--- config.mk ---
export PLATFORM = sky130hd
export DESIGN_NAME = wavetable_mix4
export DESIGN_NICKNAME = d
export VERILOG_FILES = /design/src/rtl/wtmix_pkg.sv /design/src/rtl/wtmix_regs.sv /design/src/rtl/wtmix_seq.sv /design/src/rtl/wtmix_mix.sv /design/src/rtl/wavetable_mix4.sv
export SDC_FILE = /design/constraint.sdc
export NUM_CORES = 1
export LEC_CHECK = 0
export ABC_AREA = 0
export BUFFER_PORTS_ARGS = -buffer_cell sky130_fd_sc_hd__clkbuf_2
export CORE_MARGIN = 2
export CORE_UTILIZATION = 40
export DETAILED_ROUTE_END_ITERATION = 8
export HOLD_SLACK_MARGIN = 0.08
export PLACE_DENSITY_LB_ADDON = 0.2
export SYNTH_ARGS = -nofsm -noshare
export SYNTH_HDL_FRONTEND = slang
export SYNTH_SLANG_ARGS = --single-unit
--- constraint.sdc ---
create_clock -name clk -period 13.8 [get_ports clk]
set_input_delay 3.45 -clock clk [delete_from_list [all_inputs] [get_ports clk]]
set_output_delay 3.45 -clock clk [all_outputs]
set_load 0.01 [all_outputs]
--- src/rtl/wtmix_pkg.sv ---
package wtmix_pkg;
  localparam int PHASE_W    = 24;
  localparam int FRAC_W     = 15;
  localparam int SAMP_W     = 8;
  localparam int NUM_VOICES = 4;
  localparam int REG_AW     = 6;
  localparam int REG_BASE   = 16;
  localparam int RUN_MODE   = 2;
endpackage

--- src/rtl/wtmix_regs.sv ---
module wtmix_regs
  import wtmix_pkg::*;
#(
  parameter int NV   = NUM_VOICES,
  parameter int PW   = PHASE_W,
  parameter int AW   = REG_AW,
  parameter int BASE = REG_BASE,
  localparam int VW  = $clog2(NV),
  localparam int SPAN = 8 * NV
) (
  input  logic          clk,
  input  logic          rst_n,
  input  logic          host_we,
  input  logic [AW-1:0] host_addr,
  input  logic [7:0]    host_wdata,
  output logic [7:0]    host_rdata,
  input  logic          eng_we,
  input  logic [VW-1:0] eng_voice,
  input  logic [PW-1:0] eng_phase_new,
  output logic [PW-1:0] cur_phase,
  output logic [PW-1:0] cur_incr
);

  logic [PW-1:0] phase_q [NV];
  logic [PW-1:0] phase_d [NV];
  logic [PW-1:0] incr_q  [NV];
  logic [PW-1:0] incr_d  [NV];

  logic [AW-1:0] rel;
  logic          in_win;
  logic [VW-1:0] h_voice;
  logic          h_incr;
  logic [1:0]    h_byte;
  logic [4:0]    sh;
  logic [31:0]   mask;
  logic [31:0]   ins;
  logic [31:0]   rd_word;

  // host address decode: 32-bit big-endian words, voice stride 8
  always_comb begin
    rel     = host_addr - AW'(BASE);
    in_win  = (host_addr >= AW'(BASE)) &&
              ({1'b0, host_addr} < (AW+1)'(BASE + SPAN));
    h_voice = rel[3 +: VW];
    h_incr  = rel[2];
    h_byte  = rel[1:0];
    sh      = {~h_byte, 3'b000};
    mask    = 32'h0000_00FF << sh;
    ins     = {24'h0, host_wdata} << sh;
    rd_word = h_incr ? 32'(incr_q[h_voice]) : 32'(phase_q[h_voice]);
    host_rdata = in_win ? rd_word[sh +: 8] : 8'h00;
  end

  // next-state: host byte write takes precedence over engine update
  always_comb begin
    for (int v = 0; v < NV; v++) begin
      phase_d[v] = phase_q[v];
      incr_d[v]  = incr_q[v];
      if (eng_we && (eng_voice == VW'(v)))
        phase_d[v] = eng_phase_new;
      if (host_we && in_win && (h_voice == VW'(v))) begin
        if (h_incr)
          incr_d[v]  = PW'((32'(incr_q[v]) & ~mask) | ins);
        else
          phase_d[v] = PW'((32'(phase_q[v]) & ~mask) | ins);
      end
    end
  end

  generate
    for (genvar g = 0; g < NV; g++) begin : g_voice
      logic ph_en;
      logic in_en;
      assign ph_en = host_we || (eng_we && (eng_voice == VW'(g)));
      assign in_en = host_we;

      always_ff @(posedge clk or negedge rst_n) begin
        if (!rst_n) begin
          phase_q[g] <= '0;
          incr_q[g]  <= '0;
        end else begin
          if (ph_en) phase_q[g] <= phase_d[g];
          if (in_en) incr_q[g]  <= incr_d[g];
        end
      end


      phase_hold_chk: assert property (@(posedge clk) disable iff (!rst_n)
        (!eng_we && !host_we) |=> $stable(phase_q[g]));

      step_hold_chk: assert property (@(posedge clk) disable iff (!rst_n)
        !host_we |=> $stable(incr_q[g]));
    end
  endgenerate

  assign cur_phase = phase_q[eng_voice];
  assign cur_incr  = incr_q[eng_voice];

endmodule

--- src/rtl/wtmix_seq.sv ---
module wtmix_seq
  import wtmix_pkg::*;
#(
  parameter int NV  = NUM_VOICES,
  localparam int VW = $clog2(NV)
) (
  input  logic          clk,
  input  logic          rst_n,
  input  logic          tick,
  input  logic          run_en,
  output logic          issue,
  output logic [VW-1:0] issue_voice,
  output logic          rsp_valid,
  output logic [VW-1:0] rsp_voice
);

  logic          busy_q, busy_d;
  logic [VW-1:0] vidx_q, vidx_d;
  logic          rsp_valid_q;
  logic [VW-1:0] rsp_voice_q;

  always_comb begin
    busy_d = busy_q;
    vidx_d = vidx_q;
    if (!busy_q) begin
      if (tick && run_en) begin
        busy_d = 1'b1;
        vidx_d = '0;
      end
    end else begin
      vidx_d = vidx_q + 1'b1;
      if (vidx_q == VW'(NV - 1))
        busy_d = 1'b0;
    end
  end

  always_ff @(posedge clk or negedge rst_n) begin
    if (!rst_n) begin
      busy_q      <= 1'b0;
      vidx_q      <= '0;
      rsp_valid_q <= 1'b0;
      rsp_voice_q <= '0;
    end else begin
      busy_q      <= busy_d;
      vidx_q      <= vidx_d;
      rsp_valid_q <= busy_q;
      rsp_voice_q <= vidx_q;
    end
  end

  assign issue       = busy_q;
  assign issue_voice = vidx_q;
  assign rsp_valid   = rsp_valid_q;
  assign rsp_voice   = rsp_voice_q;


  idle_hold_chk: assert property (@(posedge clk) disable iff (!rst_n)
    (!busy_q && !(tick && run_en)) |=> !busy_q);

  start_first_chk: assert property (@(posedge clk) disable iff (!rst_n)
    $rose(busy_q) |-> (vidx_q == '0));

  busy_run_chk: assert property (@(posedge clk) disable iff (!rst_n)
    (busy_q && (vidx_q != VW'(NV - 1))) |=> busy_q);

endmodule

--- src/rtl/wtmix_mix.sv ---
module wtmix_mix
  import wtmix_pkg::*;
#(
  parameter int NV  = NUM_VOICES,
  parameter int SW  = SAMP_W,
  localparam int VW = $clog2(NV),
  localparam int SUM_W = SW + VW
) (
  input  logic          clk,
  input  logic          rst_n,
  input  logic          rsp_valid,
  input  logic [VW-1:0] rsp_voice,
  input  logic [SW-1:0] rsp_data,
  output logic [SW-1:0] mix_out,
  output logic          mix_valid
);

  logic [SUM_W-1:0] acc_q, acc_d;
  logic [SW-1:0]    out_q, out_d;
  logic             vld_q, vld_d;
  logic [SUM_W-1:0] sum;

  always_comb begin
    sum   = ((rsp_voice == '0) ? '0 : acc_q) + SUM_W'(rsp_data);
    acc_d = acc_q;
    out_d = out_q;
    vld_d = 1'b0;
    if (rsp_valid) begin
      acc_d = sum;
      if (rsp_voice == VW'(NV - 1)) begin
        out_d = SW'(sum >> VW);
        vld_d = 1'b1;
      end
    end
  end

  always_ff @(posedge clk or negedge rst_n) begin
    if (!rst_n) begin
      acc_q <= '0;
      out_q <= '0;
      vld_q <= 1'b0;
    end else begin
      if (rsp_valid) acc_q <= acc_d;
      if (vld_d)     out_q <= out_d;
      vld_q <= vld_d;
    end
  end

  assign mix_out   = out_q;
  assign mix_valid = vld_q;


  pulse_chk: assert property (@(posedge clk) disable iff (!rst_n)
    mix_valid |=> !mix_valid);

  hold_out_chk: assert property (@(posedge clk) disable iff (!rst_n)
    !mix_valid |-> $stable(mix_out));

  after_rsp_chk: assert property (@(posedge clk) disable iff (!rst_n)
    mix_valid |-> $past(rsp_valid));

endmodule

--- src/rtl/wavetable_mix4.sv ---
module wavetable_mix4
  import wtmix_pkg::*;
#(
  parameter int NV   = NUM_VOICES,
  parameter int PW   = PHASE_W,
  parameter int FW   = FRAC_W,
  parameter int SW   = SAMP_W,
  parameter int AW   = REG_AW,
  parameter int BASE = REG_BASE,
  parameter int RUN  = RUN_MODE,
  localparam int VW  = $clog2(NV),
  localparam int IDX_W = PW - FW,
  localparam int MEM_AW = IDX_W + 1
) (
  input  logic              clk,
  input  logic              rst_n,
  input  logic [1:0]        mode,
  input  logic              tick,
  input  logic              reg_we,
  input  logic [AW-1:0]     reg_addr,
  input  logic [7:0]        reg_wdata,
  output logic [7:0]        reg_rdata,
  output logic              mema_rd,
  output logic [MEM_AW-1:0] mema_addr,
  input  logic [SW-1:0]     mema_data,
  output logic              memb_rd,
  output logic [MEM_AW-1:0] memb_addr,
  input  logic [SW-1:0]     memb_data,
  output logic [SW-1:0]     left_out,
  output logic [SW-1:0]     right_out,
  output logic              out_valid
);

  logic          issue;
  logic [VW-1:0] issue_voice;
  logic          rsp_valid;
  logic [VW-1:0] rsp_voice;
  logic [PW-1:0] cur_phase, cur_incr, new_phase;
  logic [IDX_W-1:0] tbl_idx;
  logic [SW-1:0] rsp_data;
  logic [SW-1:0] mix_out;
  logic          run_en;

  assign run_en = (mode == 2'(RUN));

  wtmix_seq #(.NV(NV)) u_seq (
    .clk(clk), .rst_n(rst_n), .tick(tick), .run_en(run_en),
    .issue(issue), .issue_voice(issue_voice),
    .rsp_valid(rsp_valid), .rsp_voice(rsp_voice)
  );

  wtmix_regs #(.NV(NV), .PW(PW), .AW(AW), .BASE(BASE)) u_regs (
    .clk(clk), .rst_n(rst_n),
    .host_we(reg_we), .host_addr(reg_addr), .host_wdata(reg_wdata),
    .host_rdata(reg_rdata),
    .eng_we(issue), .eng_voice(issue_voice), .eng_phase_new(new_phase),
    .cur_phase(cur_phase), .cur_incr(cur_incr)
  );

  // one shared adder; wraps modulo 2^PW
  assign new_phase = cur_phase + cur_incr;
  assign tbl_idx   = new_phase[PW-1 -: IDX_W];

  // lower voice pair -> memory A, upper pair -> memory B, upper half of each
  assign mema_rd   = issue && !issue_voice[VW-1];
  assign memb_rd   = issue &&  issue_voice[VW-1];
  assign mema_addr = {1'b1, tbl_idx};
  assign memb_addr = {1'b1, tbl_idx};
  assign rsp_data  = rsp_voice[VW-1] ? memb_data : mema_data;

  wtmix_mix #(.NV(NV), .SW(SW)) u_mix (
    .clk(clk), .rst_n(rst_n),
    .rsp_valid(rsp_valid), .rsp_voice(rsp_voice), .rsp_data(rsp_data),
    .mix_out(mix_out), .mix_valid(out_valid)
  );

  assign left_out  = mix_out;
  assign right_out = mix_out;


  one_mem_chk: assert property (@(posedge clk) disable iff (!rst_n)
    !(mema_rd && memb_rd));

  upper_half_chk: assert property (@(posedge clk) disable iff (!rst_n)
    (mema_rd |-> mema_addr[MEM_AW-1]) and (memb_rd |-> memb_addr[MEM_AW-1]));

  idle_noread_chk: assert property (@(posedge clk) disable iff (!rst_n)
    (!run_en && !issue) |=> !(mema_rd || memb_rd) || $past(issue));

endmodule

* Word-level counts from Yosys, hierarchy flattened
Cells that the tools add are included.
** Word-level totals
- Memories :: 0
- ROM bits :: 0
- Bits in latches :: 0
- Input port bits :: 36
- Output and inout bits :: 47
- Bits in registers :: 217
- Logic and storage cells :: 116
- Bits in writable memories :: 0
** Operators by class
- Order comparisons :: 4
- Shift operators :: 3
- Add/sub/neg operators :: 4
- Divide/modulo/power cells :: 0
- Equal/unequal tests :: 8
- Multipliers :: 0
- Multiplexer cells :: 35
- Bitwise gates (word level) :: 20
- Reductions and logical operators :: 27
** Operators by type and width (number)
- $mux 24 :: 21
- $and 24x24->24 :: 8
- $bmux 24 s2 :: 4
- $or 24x24->24 :: 8
- $shiftx 32x6->8 :: 1
- $add 24x24->24 :: 1
- $not 24->24 :: 1
- $shl 8x5->24 :: 1
- $shl 8x5->24 const A :: 1
- $mux 8 :: 2
- $reduce_and 3->1 :: 5
- $logic_and 1x1->1 :: 13
- $eq 2x2->1 const B :: 6
- $add 10x8->10 :: 1
- $mux 10 :: 1
- $ge 3x3->1 const B :: 2
- $ge 6x5->1 const B :: 1
- $logic_not 2->1 :: 3
- $lt 6x6->1 const B :: 1
- $not 2->3 :: 2
- $mux 1 :: 5
- $sub 5x5->5 const B :: 1
- $eq 2x1->1 const B :: 2
- $logic_or 1x1->1 :: 4
- other kinds (5) :: 6

* Logic depth before layout (Yosys ltp)
- Depth after elaboration :: 8
- Mapped depth :: 14

* Hierarchy
A second synthesis with hierarchy kept.
** Second synthesis, totals
- Cells, all modules :: 1307
- Area total of the unflattened synthesis :: 14537.7 um^2
** Modules (own cells, without submodules)
- wtmix_regs :: area an instance 11644.9 um^2, times used 1, cells an instance 969
- wavetable_mix4 :: area an instance 1554.0 um^2, times used 1, cells an instance 207
- wtmix_mix :: area an instance 1127.3 um^2, times used 1, cells an instance 118
- wtmix_seq :: area an instance 211.5 um^2, times used 1, cells an instance 13

* Worst setup path after synthesis
OpenSTA, ideal clock, no wires.
- Kind :: input to output
- From :: input port reg_addr[3]
- To :: output port reg_rdata[3]
- Stages on the path :: 8
- Path buffers :: 3
- Arrival time :: 4962 ps
- Path slack :: 5388 ps
- Required time :: 10350 ps
- Cells stage by stage :: buf_2 -> buf_4 -> buf_2 -> mux4_2 -> mux2i_1 -> nor2_1 -> a21oi_1 -> nor2_1
** On the way
- Cells in the longest elaborated chain, start to end :: 8
- Elaborated cells on any way between the ends :: 14
- Those cells by class :: add/sub: 1; order compare: 2; shift: 1; mux: 8; bitwise: 1; reduce/logical: 1
** Ends and longest elaborated chain
- start: declaration :: RTL line wavetable_mix4.sv:20 : input logic [AW-1:0] reg_addr,
- $sub 5x5->5 :: RTL line wtmix_regs.sv:41 : rel = host_addr - AW'(BASE);
- $not 2->3 (not written as such) :: RTL line wtmix_regs.sv:50 : rd_word = h_incr ? 32'(incr_q[h_voice]) : 32'(phase_q[h_voice]);
- $bmux 24 s2 :: RTL line wtmix_regs.sv:50
- $mux 24 (not written as such) (2 in a row) :: RTL line wtmix_regs.sv:50
- $mux 24 :: RTL line wtmix_regs.sv:50
- $shiftx 32x6->8 :: RTL line wtmix_regs.sv:51 : host_rdata = in_win ? rd_word[sh +: 8] : 8'h00;
- $mux 8 (*) :: RTL line wtmix_regs.sv:51
- end: declaration :: RTL line wavetable_mix4.sv:22 : output logic [7:0] reg_rdata,
Mark *: on every way between the ends. The rest lies on a longest branch, timed or not. The select of a mux whose other input is x is not followed.

* Worst setup path in the final report
- From :: input port reg_addr[3]
- To :: output port reg_rdata[7]
The elaborated chain is that of the path after synthesis.

==> report_table.html <==
<table>
<tr><th>Metric</th><th>Value</th></tr>
<tr><th colspan="2">Die</th></tr>
<tr><td>Standard-cell rows</td><td>67</td></tr>
<tr><td>Number of ports placed on the die boundary</td><td>83</td></tr>
<tr><td>Initial standard-cell utilization of the core</td><td>0.403</td></tr>
<tr><td>Area of the die</td><td>0.0350 mm^2</td></tr>
<tr><td>Core Box Area</td><td>between 0.03 and 0.04 mm^2</td></tr>
<tr><td>Die extent in x</td><td>between 150 and 200 um</td></tr>
<tr><td>Vertical die dimension</td><td>around 190 um</td></tr>
<tr><th colspan="2">Synth</th></tr>
<tr><td>Cell type with the highest aggregate area in the netlist</td><td>sky130_fd_sc_hd__dfrtp_1</td></tr>
<tr><td>Synth Area in Adders</td><td>0.0356</td></tr>
<tr><td>Flip-flop cell with the highest count after synthesis</td><td>sky130_fd_sc_hd__dfrtp_1</td></tr>
<tr><td>Post-Synth Simple-Gate Area</td><td>0.0805</td></tr>
<tr><td>Seq cells post-synth</td><td>between 200 and 250</td></tr>
<tr><td>Synthesized area per cell</td><td>11.6 um^2</td></tr>
<tr><td>Synth async-reset ratio</td><td>1.00</td></tr>
<tr><td>Combinational family with the most area after synthesis</td><td>multiplexers</td></tr>
<tr><td>Count of synthesis-stage warnings from yosys</td><td>0</td></tr>
<tr><td>Share of cell area taken by muxes after synthesis</td><td>0.269</td></tr>
<tr><td>Complex-gate fraction of the synthesized area</td><td>0.143</td></tr>
<tr><td>Number of cells produced by synthesis</td><td>~1200</td></tr>
<tr><td>Share of the synthesized area in the top cell type</td><td>0.405</td></tr>
<tr><td>Post-synth design cell area</td><td>roughly 0.013 mm^2</td></tr>
<tr><td>Post-synthesis sequential area ratio</td><td>0.405</td></tr>
<tr><td>Area contributors post-synth</td><td>sky130_fd_sc_hd__dfrtp_1 (40%), sky130_fd_sc_hd__mux4_2 (17%), sky130_fd_sc_hd__mux2_2 (8.3%), sky130_fd_sc_hd__a21oi_1 (3.5%), sky130_fd_sc_hd__ha_1 (3.3%)</td></tr>
<tr><td>Number of library cell types mapped by synthesis</td><td>68</td></tr>
<tr><td>Share of the synthesized netlist area taken by xor and xnor gates</td><td>0.0226</td></tr>
<tr><td>Count of flip-flops with a built-in enable after synthesis</td><td>0</td></tr>
<tr><th colspan="2">Pwr</th></tr>
<tr><td>Internal power</td><td>approximately 2.2 mW</td></tr>
<tr><td>Switch Pwr</td><td>between 1.5 and 2 mW</td></tr>
<tr><td>Share of power burned in the clock network</td><td>0.176</td></tr>
<tr><td>IR Drop Worst-Case VDD</td><td>roughly 120 uV</td></tr>
<tr><td>Switching power as a share of total power</td><td>0.465</td></tr>
<tr><td>Power density normalized to cell area</td><td>approximately 270 mW/mm^2</td></tr>
<tr><td>LEAKAGE</td><td>between 6 and 7 nW</td></tr>
<tr><td>Combinational power share</td><td>0.539</td></tr>
<tr><td>Fraction of power consumed by sequential logic</td><td>0.285</td></tr>
<tr><th colspan="2">Worst setup path</th></tr>
<tr><td>Setup slack on the worst flop-to-flop path</td><td>9.28 ns</td></tr>
<tr><td>Class of the most critical setup path</td><td>in2out</td></tr>
<tr><td>Capturing element type of the critical path</td><td>output port</td></tr>
<tr><td>Critical path endpoint</td><td>reg_rdata[7]</td></tr>
<tr><td>Cell chain of the critical path</td><td>buf_4 &gt; mux4_2 &gt; mux4_2 &gt; a21oi_1 &gt; nor2_1 &gt; clkbuf_2</td></tr>
<tr><td>Data arrival time of the critical path</td><td>slightly below 6 ns</td></tr>
<tr><td>Most Frequent Cell on Critical Path</td><td>sky130_fd_sc_hd__mux4_2</td></tr>
<tr><td>Setup crit start</td><td>reg_addr[3]</td></tr>
<tr><td>Maximum fanout count along the critical path</td><td>60</td></tr>
<tr><td>Crit. path cell count</td><td>6</td></tr>
<tr><td>Largest stage delay on the critical path</td><td>between 0.7 and 0.8 ns</td></tr>
<tr><td>Kind of start point of the critical path</td><td>input port</td></tr>
<tr><td>Length in cells of the worst reg-to-reg path</td><td>12</td></tr>
<tr><td>Critical register-to-register path endpoint</td><td>u_regs.phase_q[42]</td></tr>
<tr><td>Buffers plus inverters on the worst setup path</td><td>2</td></tr>
<tr><td>Slowest stage cell on the critical path</td><td>sky130_fd_sc_hd__buf_4</td></tr>
<tr><td>Origin of the critical flop-to-flop path</td><td>u_seq.issue_voice[0]</td></tr>
<tr><td>Worst endpoint required time</td><td>10.35 ns</td></tr>
<tr><td>Category of cells accounting for the largest share of critical-path delay</td><td>multiplexers</td></tr>
<tr><th colspan="2">Detailed routing</th></tr>
<tr><td>Average vias per placed instance</td><td>6.40</td></tr>
<tr><td>Post-route antenna net violation count</td><td>0</td></tr>
<tr><td>Routed Wire Length</td><td>roughly 45 mm</td></tr>
<tr><td>Remaining DRCs</td><td>0</td></tr>
<tr><td>DR iter-0 viols</td><td>around 1200</td></tr>
<tr><td>Wire length per cell</td><td>around 27 um</td></tr>
<tr><td>Detailed Routing Iterations Pass 1</td><td>6</td></tr>
<tr><td>Via count of the routed design</td><td>around 11000</td></tr>
<tr><th colspan="2">Job</th></tr>
<tr><td>Number of max-capacitance violations reported</td><td>0</td></tr>
<tr><th colspan="2">Clock tree</th></tr>
<tr><td>Num Clock Sinks</td><td>between 200 and 250</td></tr>
<tr><td>Number of CTS-inserted buffers</td><td>27</td></tr>
<tr><td>Clk buf depth</td><td>3</td></tr>
<tr><td>Total of cells resized after clock tree synthesis</td><td>0</td></tr>
<tr><td>Clock transition at the registers of the reported paths</td><td>roughly 0.06 ns</td></tr>
<tr><td>Number of levels in the clock H-tree</td><td>1</td></tr>
<tr><td>Quantity of hold-fixing buffers added after cts</td><td>0</td></tr>
<tr><td>CTS tree</td><td>yes</td></tr>
<tr><td>Setup bufs post-CTS</td><td>0</td></tr>
<tr><td>Clock root cell</td><td>sky130_fd_sc_hd__clkbuf_16</td></tr>
<tr><td>Insertion delay of the later-clocked pin in the worst-skew pair</td><td>around 0.56 ns</td></tr>
<tr><th colspan="2">Run status</th></tr>
<tr><td>Outcome</td><td>completed</td></tr>
<tr><th colspan="2">Hold path</th></tr>
<tr><td>Classification of the worst-slack hold path</td><td>reg2reg</td></tr>
<tr><th colspan="2">Placement</th></tr>
<tr><td>Placed inst area</td><td>between 0.01 and 0.015 mm^2</td></tr>
<tr><td>Buffers on Ports</td><td>80</td></tr>
<tr><td>Final Wtd Congestion</td><td>roughly 0.96</td></tr>
<tr><td>Detailed placement HPWL</td><td>31.9 mm</td></tr>
<tr><th colspan="2">Global routing</th></tr>
<tr><td>Pin count of the biggest net entering global routing</td><td>roughly 80</td></tr>
<tr><td>First-pass GRT wire length</td><td>between 60 and 70 mm</td></tr>
<tr><td>Initial antenna violation count</td><td>0</td></tr>
<tr><td>All-layer global routing usage</td><td>0.259</td></tr>
<tr><td>Overall overflow remaining after global route</td><td>0</td></tr>
<tr><td>Vias in the first global route</td><td>10300</td></tr>
<tr><th colspan="2">STA</th></tr>
<tr><td>Final critical-path share of the clock period</td><td>0.668</td></tr>
<tr><td>Slew HR</td><td>0.241</td></tr>
<tr><td>Total negative setup slack</td><td>0 ns</td></tr>
<tr><td>Shortest period the worst path allows</td><td>approximately 9 ns</td></tr>
<tr><td>Final hold violation count</td><td>0</td></tr>
<tr><td>Setup skew after layout</td><td>approximately 0.024 ns</td></tr>
<tr><td>Total of endpoints with negative setup slack in the final report</td><td>0</td></tr>
<tr><td>Unrepaired setup endpoints after global routing</td><td>false</td></tr>
<tr><td>Peak Freq</td><td>108 MHz</td></tr>
<tr><td>Fin. max-slew vios</td><td>0</td></tr>
<tr><td>Worst-Margin Slew</td><td>between 1 and 1.5 ns</td></tr>
<tr><th colspan="2">Final layout</th></tr>
<tr><td>Post-route design area</td><td>between 0.01 and 0.015 mm^2</td></tr>
<tr><td>Commonest cells after routing, fill and taps aside</td><td>sky130_fd_sc_hd__dfrtp_1 (215), sky130_fd_sc_hd__mux4_2 (103), sky130_fd_sc_hd__mux2_2 (99), sky130_fd_sc_hd__a21oi_1 (93), sky130_fd_sc_hd__nand2_1 (87)</td></tr>
<tr><td>Most common cell after layout, fill and taps aside</td><td>sky130_fd_sc_hd__dfrtp_1</td></tr>
<tr><td>Area occupied by multi-input gates</td><td>0.00740 mm^2</td></tr>
<tr><td>Fill cell count</td><td>between 3000 and 4000</td></tr>
<tr><td>Ratio of cells with drive above 1 in the final layout</td><td>0.309</td></tr>
<tr><td>Register area</td><td>0.00544 mm^2</td></tr>
<tr><td>Area growth, synth to finish</td><td>10.6%</td></tr>
<tr><td>Number of nets in the final layout</td><td>1254</td></tr>
<tr><td>Number of diodes</td><td>0</td></tr>
</table>
[power groups by stage]
stage / Sequential, mW / Combinational [mW] / Clock, mW
global placement: 1.15 / 2.12 / 0
floorplan: 0.969 / 1.66 / 0
detailed placement: 1.14 / 2.14 / 0
global route: 1.16 / 2.38 / 0.743
CTS: 1.13 / 2.16 / 0.717
finish: 1.15 / 2.18 / 0.711
[cells in the mapped netlist, drive strengths merged, types with 2 or more instances]
master,instances
dfrtp,217
mux4,103
mux2,99
a21oi,95
nand2,89
nor2,88
o22ai,65
buf,53
o21ai,43
clkbuf,38
ha,35
inv,28
mux2i,18
xor2,18
a211oi,16
nand3,15
xnor2,14
o221a,11
a21o,10
nand2b,10
and3,8
nor2b,8
a221oi,7
a31oi,6
o211ai,6
and2,5
nand4,5
o221ai,5
a41oi,4
a21boi,3
a22oi,3
o21a,3
or2,3
a2111oi,2
and4,2
fa,2
nand4b,2
o21bai,2
or3,2
[flip-flops by register name (all words and copies together) (netlist names)]
register           count
u_mix.mix_out          8
u_seq.rsp_valid        1
u_seq.issue            1
u_regs.phase_q        96
u_regs.incr_q         96
u_seq.issue_voice      2
u_mix.mix_valid        1
u_seq.rsp_voice        2
u_mix.acc_q           10
[area by class of cell]
class / instances / area share
inverters: 29 / 0.00734
clock buffers: 37 / 0.0514
well taps: 448 / 0.0378
multi-input cells: 820 / 0.499
repair buffers: 86 / 0.0309
flip-flops and latches: 217 / 0.366
clock inverters: 11 / 0.00759
[routing by layer]
layer  vias to the layer above  part of all wire  GRT usage
li1                       4439                 -          -
met1                      5322              0.40      0.360
met2                       673              0.43      0.379
met3                       115              0.13     0.0884
met4                         0             0.037     0.0855
met5                         -                 0          0
[worst reg2reg max path, stage by stage (launching register included)]
cell and delay [ns]:
sky130_fd_sc_hd__dfrtp_4 0.52, sky130_fd_sc_hd__buf_4 0.72, sky130_fd_sc_hd__mux4_2 0.48, sky130_fd_sc_hd__ha_1 0.23, sky130_fd_sc_hd__inv_1 0.08, sky130_fd_sc_hd__fa_1 0.47, sky130_fd_sc_hd__nand2b_1 0.20, sky130_fd_sc_hd__a21oi_2 0.19
sky130_fd_sc_hd__o211ai_2 0.20, sky130_fd_sc_hd__o31ai_1 0.47, sky130_fd_sc_hd__a21boi_1 0.18, sky130_fd_sc_hd__xor2_1 0.48, sky130_fd_sc_hd__a21oi_1 0.13
[logic make-up (layout without fill, tap and decap cells)]
family / Yosys count / after routing
compound gates: 289 / 289
simple gates: 240 / 240
mux: 220 / 220
flops: 217 / 217
buf+inv: 120 / 163
fa+ha+maj: 37 / 37
xor+xnor: 32 / 32
other cells: 1 / 2
[through the flow]
stage / power [mW] / worst slack, ns / utilization / std cells / hold slack, ns
finish: 4.05 / 4.58 / 0.446 / 1648 / 0.496
global route: 4.29 / 4.40 / 0.446 / 1648 / 0.520
CTS: 4.00 / 4.56 / 0.446 / 1648 / 0.502
detailed placement: 3.28 / 4.55 / 0.420 / 1600 / 0.489
global placement: 3.27 / 4.61 / 0.420 / 1600 / 0.482
floorplan: 2.63 / 5.39 / - / 1157 / 0.352
[how the worst min path moves through the flow]
stage	startpoint	end	slack, ns	cells past startpoint
after global placement	u_mix.acc_q[0]	u_mix.acc_q[0]	0.48	1
after CTS	u_mix.acc_q[0]	u_mix.acc_q[0]	0.50	1
after global routing	u_mix.acc_q[0]	u_mix.acc_q[0]	0.52	1
after floorplan	u_seq.issue	u_seq.rsp_valid	0.35	0
after detailed placement	u_mix.acc_q[0]	u_mix.acc_q[0]	0.49	1
final	u_mix.acc_q[0]	u_mix.acc_q[0]	0.50	1
(Power assumes the default switching activity.)
